## config.mk

```make
export PLATFORM = sky130hd
export DESIGN_NAME = edge_mask_gen
export DESIGN_NICKNAME = d
export VERILOG_FILES = /design/src/rtl/edge_pkg.sv /design/src/rtl/edge_lane_mask.sv /design/src/rtl/edge_cc_calc.sv /design/src/rtl/edge_mask_gen.sv
export SDC_FILE = /design/constraint.sdc
export NUM_CORES = 1
export LEC_CHECK = 0
export ABC_AREA = 1
export BUFFER_PORTS_ARGS = -buffer_cell sky130_fd_sc_hd__clkbuf_2
export CORE_MARGIN = 2
export CORE_UTILIZATION = 30
export DETAILED_ROUTE_END_ITERATION = 12
export GPL_ROUTABILITY_DRIVEN = 0
export PLACE_DENSITY = 0.57
export SYNTH_ARGS = -nofsm -noshare
export SYNTH_HDL_FRONTEND = slang
export SYNTH_SLANG_ARGS = --single-unit
```

## constraint.sdc

```tcl
create_clock -name clk -period 2.3 [get_ports clk]
set_input_delay 0.345 -clock clk [delete_from_list [all_inputs] [get_ports clk]]
set_output_delay 0.345 -clock clk [all_outputs]
set_load 0.02 [all_outputs]
```

## src/rtl/edge_pkg.sv

```systemverilog
// Package: shared types for the edge boundary mask generator.
// Assumes an 8-byte memory block; element size codes are fixed by the mode field.
package edge_pkg;
    localparam int BLK_BYTES = 8;
    localparam int BLK_LSB   = $clog2(BLK_BYTES);

    // Element size code carried in mode[1:0]; the reserved code acts as bytes.
    typedef enum logic [1:0] {
        SZ_B8  = 2'd0,
        SZ_B16 = 2'd1,
        SZ_B32 = 2'd2,
        SZ_RSV = 2'd3
    } elem_sz_e;

    // Integer flags of a subtraction, packed {n,z,v,c} from MSB to LSB.
    typedef struct packed {
        logic n;
        logic z;
        logic v;
        logic c;
    } cc_t;
endpackage

```

## src/rtl/edge_lane_mask.sv

```systemverilog
// Module: edge_lane_mask
// Builds the left and right edge masks for one element width.
// Assumes 8-byte blocks; LANE_BYTES must be 1, 2 or 4. Bits above the lane
// count are driven to zero.
module edge_lane_mask #(
    parameter int LANE_BYTES = 1
) (
    input  logic [2:0] start_off_i,
    input  logic [2:0] end_off_i,
    input  logic       little_i,
    output logic [7:0] left_o,
    output logic [7:0] right_o
);
    localparam int LANES = edge_pkg::BLK_BYTES / LANE_BYTES;
    localparam int SH    = $clog2(LANE_BYTES);

    logic [2:0] s_idx;
    logic [2:0] e_idx;

    // Element index of each address inside its block.
    assign s_idx = start_off_i >> SH;
    assign e_idx = end_off_i >> SH;

    // Each mask bit compares its element position with the edge index; the
    // position counts from the MSB for big-endian and from the LSB otherwise.
    for (genvar k = 0; k < 8; k++) begin : g_bit
        if (k < LANES) begin : g_live
            localparam logic [2:0] POS_BE = 3'(LANES - 1 - k);
            localparam logic [2:0] POS_LE = 3'(k);
            assign left_o[k]  = little_i ? (POS_LE >= s_idx) : (POS_BE >= s_idx);
            assign right_o[k] = little_i ? (POS_LE <= e_idx) : (POS_BE <= e_idx);
        end else begin : g_pad
            assign left_o[k]  = 1'b0;
            assign right_o[k] = 1'b0;
        end
    end
endmodule

```

## src/rtl/edge_cc_calc.sv

```systemverilog
// Module: edge_cc_calc
// Produces the N, Z, V, C flags of a - b on a W-bit view.
// Assumes a two's-complement view for V and an unsigned borrow for C.
module edge_cc_calc #(
    parameter int W = 64
) (
    input  logic [W-1:0]  a_i,
    input  logic [W-1:0]  b_i,
    output edge_pkg::cc_t cc_o
);
    logic [W-1:0] diff;

    // Difference and the flags derived from it.
    always_comb begin
        diff    = a_i - b_i;
        cc_o.n  = diff[W-1];
        cc_o.z  = (diff == '0);
        cc_o.v  = (a_i[W-1] ^ b_i[W-1]) & (diff[W-1] ^ a_i[W-1]);
        cc_o.c  = (a_i < b_i);
    end
endmodule

```

## src/rtl/edge_mask_gen.sv

```systemverilog
// Module: edge_mask_gen (top)
// Turns a start and end address into a partial-store element mask and,
// when asked, into subtraction flags. The result is registered one cycle after in_valid.
// Assumes ADDR_W >= 33 (the flags use a 32-bit and a full-width view) and OUT_W >= 8.
module edge_mask_gen #(
    parameter int ADDR_W = 64,
    parameter int OUT_W  = 64
) (
    input  logic              clk,
    input  logic              rst_n,
    input  logic              in_valid,
    input  logic [3:0]        mode,
    input  logic              addr32,
    input  logic [ADDR_W-1:0] start_addr,
    input  logic [ADDR_W-1:0] end_addr,
    output logic              out_valid,
    output logic [OUT_W-1:0]  edge_mask,
    output logic              cc_we,
    output logic [3:0]        icc,
    output logic [3:0]        xcc
);
    import edge_pkg::*;

    localparam int NARROW_W = 32;
    localparam int N_SIZES  = 3;

    elem_sz_e         size_code;
    logic             little;
    logic             no_cc;
    logic [ADDR_W-1:0] s_eff;
    logic [ADDR_W-1:0] e_eff;
    logic             same_blk;
    logic [7:0]       lane_left  [N_SIZES];
    logic [7:0]       lane_right [N_SIZES];
    logic [7:0]       sel_left;
    logic [7:0]       sel_right;
    logic [7:0]       mask_d;
    cc_t              cc32;
    cc_t              cc64;

    // Mode field decode.
    assign size_code = elem_sz_e'(mode[1:0]);
    assign little    = mode[2];
    assign no_cc     = mode[3];

    // Address view seen by the mask logic; flags use the raw inputs.
    assign s_eff = addr32 ? {{(ADDR_W-NARROW_W){1'b0}}, start_addr[NARROW_W-1:0]} : start_addr;
    assign e_eff = addr32 ? {{(ADDR_W-NARROW_W){1'b0}}, end_addr[NARROW_W-1:0]}   : end_addr;

    // Both addresses in the same 8-byte block.
    assign same_blk = (s_eff[ADDR_W-1:BLK_LSB] == e_eff[ADDR_W-1:BLK_LSB]);

    // One mask builder per element width: 1, 2 and 4 bytes.
    for (genvar g = 0; g < N_SIZES; g++) begin : g_size
        edge_lane_mask #(
            .LANE_BYTES (1 << g)
        ) u_lane (
            .start_off_i (s_eff[BLK_LSB-1:0]),
            .end_off_i   (e_eff[BLK_LSB-1:0]),
            .little_i    (little),
            .left_o      (lane_left[g]),
            .right_o     (lane_right[g])
        );
    end

    // Pick the builder for the requested element size.
    always_comb begin
        unique case (size_code)
            SZ_B16: begin
                sel_left  = lane_left[1];
                sel_right = lane_right[1];
            end
            SZ_B32: begin
                sel_left  = lane_left[2];
                sel_right = lane_right[2];
            end
            default: begin
                sel_left  = lane_left[0];
                sel_right = lane_right[0];
            end
        endcase
    end

    // Combine the edges only when the span stays inside one block.
    assign mask_d = same_blk ? (sel_left & sel_right) : sel_left;

    // Flag calculation on the narrow and full-width views.
    edge_cc_calc #(.W(NARROW_W)) u_cc32 (
        .a_i  (start_addr[NARROW_W-1:0]),
        .b_i  (end_addr[NARROW_W-1:0]),
        .cc_o (cc32)
    );

    edge_cc_calc #(.W(ADDR_W)) u_cc64 (
        .a_i  (start_addr),
        .b_i  (end_addr),
        .cc_o (cc64)
    );

    // Output registers: valid and write strobes follow each request; the
    // flags are loaded only when they are requested.
    always_ff @(posedge clk) begin
        if (!rst_n) begin
            out_valid <= 1'b0;
            cc_we     <= 1'b0;
            edge_mask <= '0;
            icc       <= '0;
            xcc       <= '0;
        end else begin
            out_valid <= in_valid;
            cc_we     <= in_valid & ~no_cc;
            if (in_valid) begin
                edge_mask <= {{(OUT_W-8){1'b0}}, mask_d};
            end
            if (in_valid && !no_cc) begin
                icc <= cc32;
                xcc <= cc64;
            end
        end
    end
endmodule

```

==> results.py <==
metrics = {
    "critical_path": {
        "r2r-end": "xcc[3]",
        "r2r-start": "xcc[3]",
        "startpoint_type": "primary input",
        "worstRegToRegCells": 4,
        "critPathRequiredTime_ns": 2.48,
        "r2r_slack_ns": 1.61,
        "critical_path_class": "in -> reg",
        "endpoint_kind": "flop",
        "crit_path_end": "xcc[2]",
        "cp-startpoint": "end_addr[59]",
        "crit_fanout": 4,
        "arrival_ns": 2.55,
    },
    "clocking": {
        "clock_path_buffers": 2,
        "root_buffer": "clkbuf_16",
        "clkSinkCount": 18,
        "cts_hold_buf": 0,
        "cts_max_level": 1,
        "path_clk_slew_ns": 0.05,
        "numCtsBuffers": 3,
        "clk_latency_ns": 0.24,
        "cts_tree": "yes",
    },
    "route": {
        "drt_pass1_iterations": 5,
        "avgViaCountPerCell": 4.64,
        "drc": 0,
        "drt-wirelength-per-cell_microns": 13.5,
        "initialDrtViolationCount": 784,
        "totalWireLength_microns": 35100,
        "detail-route-antenna-nets": 0,
        "via_count": 12000,
    },
    "synth": {
        "synthCells": 1780,
        "synth_area_sq_um": 8890,
        "yosysTopAreaCell": "nand2_1",
        "synthMostInstantiatedCell": "nand2_1",
        "synth_edf_count": 0,
        "ys_seq_elements": 18,
        "yosysUniqueCellTypes": 46,
        "yosysSeqAreaShare_pct": 4.05,
        "avgSynthCellArea_sq_um": 4.99,
        "ys_top_cells_by_area": "nand2_1, inv_1, ha_1",
        "synth_warnings": 0,
        "synth_top_area_share_pct": 26.3,
        "async_reset_ff_share_pct": 0,
        "synth_top_cells_by_count": "nand2_1, inv_1, nor2_1",
        "synth_ff_type": "dfxtp_1",
    },
    "sta": {
        "hold_viol_final": 0,
        "fin_ws_ns": -0.0756,
        "rsz0062_at_grt": "true",
        "finalCritPeriodShare_pct": 103,
        "clock_skew_ns": 0,
        "fmax_mhz": 421,
        "report.final.setup_viol": 1,
        "layout_min_cycle_time_ns": 2.38,
        "worstMarginPinSlew_ns": 0.488,
        "maxSlewViolCount": 0,
        "relSlewSlack_pct": 67.1,
    },
    "die": {
        "dieWidth_microns": 176,
        "ios": 210,
        "die_y_microns": 176,
        "row_count": 63,
        "start_util_pct": 30.2,
        "core_area_sq_um": 29400,
        "design.die.area_sq_um": 31000,
    },
    "cells_and_area": {
        "diodes": 0,
        "syn2layout_area_growth_pct": 46.6,
        "fin_nets": 2405,
        "drive_gt1_share_pct": 30.7,
        "final_core_util_pct": 44.3,
    },
    "pwr": {
        "max-vdd-ir-drop_mv": 0.282,
        "finalPower_w": 0.00378,
        "power_density_nw_per_um2": 290,
        "leakage_nw": 7.58,
    },
    "global_routing": {
        "grt_pass1_vias": 11200,
        "grt_usage_pct": 21.4,
        "grt_pass1_wl_microns": 53900,
        "grt_max_degree": 30,
        "antenna_found_initial": 0,
        "gr-total-overflow": 0,
    },
    "job": {
        "cap_violations": 0,
    },
    "placed_design": {
        "dp_hpwl_microns": 30700,
        "portBuffers": 153,
        "pre_cts_ws_ns": -0.739,
    },
    "min_path": {
        "worstHoldStart": "mode[3]",
        "hp-class": "in -> reg",
    },
    "run_status": {
        "outcome": "finished, violations left",
        "violations": "negative setup slack",
    },
}
worst max-delay path: stages:
cell and delay [ns]:
clkbuf_2 0.10, inv_1 0.05, ha_1 0.37, nand2_1 0.10, nor2_1 0.24, nand2_1 0.20, nor3_2 0.28, nand2_1 0.14
nand3_1 0.09, nand2_1 0.05, nor2_1 0.09, nand2_1 0.06, inv_1 0.05, nand3_1 0.10, nor2_1 0.11, nand2_1 0.07
a21oi_2 0.10
layer usage:
metal | vias to the layer above | GRT usage (%) | wire length (microns)
met5 | - | 0 | 0
met4 | 0 | 4.96 | 741
met3 | 56 | 2.45 | 2460
met2 | 401 | 36.3 | 16200
met1 | 5362 | 29.0 | 15700
li1 | 6198 | - | -
worst min-delay path by stage:
stage,end,depth (start not counted)
global route,cc_we,2
finish,cc_we,2
floorplan,cc_we,1
detailed placement,edge_mask[4],2
global placement,edge_mask[5],2
CTS,cc_we,2
area by class of cell:
class | instances | area [sq um]
sequential | 18 | 360
inverter | 394 | 1480
fill | 3186 | 16400
multi-input combinational | 1356 | 7780
tap | 390 | 488
clock buffer | 3 | 75.1
timing repair buffer | 429 | 2840
timing repair:
item	4_1_cts	5_1_grt
buffers inserted	2	5
pin swaps	11	25
gates resized for setup	48	169
setup endpoints to repair	4	10
cells by family after synthesis:
logic type	share of synthesized area, %
buf+inv	21.9
flops	4.05
simple gates	52.1
fa+ha+maj	9.52
xor+xnor	3.83
other cells	0.0422
compound gates	8.50
per-stage QoR:
stage / hold slack [ns] / setup TNS [ns] / instance area, sq um / cells
after CTS: 0.292 / -0.116 / 12200 / 2585
after global routing: 0.291 / -0.587 / 13000 / 2590
after global placement: 0.455 / -2.82 / 11900 / 2580
after floorplan: 0.417 / 0 / 9100 / 1835
after detailed placement: 0.453 / -3.20 / 11900 / 2580
final: 0.291 / -0.0756 / 13000 / 2590
placed cells by master (no fill, tap or decap), types with 3 or more instances in the layout:
cell,Yosys,final
xor2_1,23,23
ha_1,66,23
nor3b_1,4,4
inv_1,386,378
o22ai_1,4,4
nand4_1,30,30
buf_4,57,275
inv_2,8,15
nor2_4,2,16
nor2_2,20,39
nand2_4,1,5
o21bai_1,9,8
a21o_1,3,3
clkbuf_2,0,153
nand3_1,123,115
nor2_1,152,119
nor4_1,9,6
and2_1,3,3
clkbuf_16,0,3
nand3_4,1,5
nor4_2,0,3
and3_1,4,3
ha_4,0,34
nand2_1,622,569
ha_2,0,9
a21oi_2,4,22
a21oi_1,71,51
nand3_2,7,11
nor3_2,2,7
nor3_1,26,20
o21ai_0,34,33
nand3b_1,32,32
conb_1,1,56
dfxtp_1,18,18
nand2_2,17,66
xnor2_1,14,13
registers in the layout (all words and copies together) (netlist names):
register   flops
icc            4
cc_we          1
out_valid      1
edge_mask      8
xcc            4
report_power, final:
group	switching [W]	total (W)	internal (W)
Sequential	0.00000903	0.000339	0.000330
Clock	0.000105	0.000333	0.000228
Combinational	0.00180	0.00311	0.00130
Total	0.00191	0.00378	0.00186
Power figures use the tool's default switching activity.
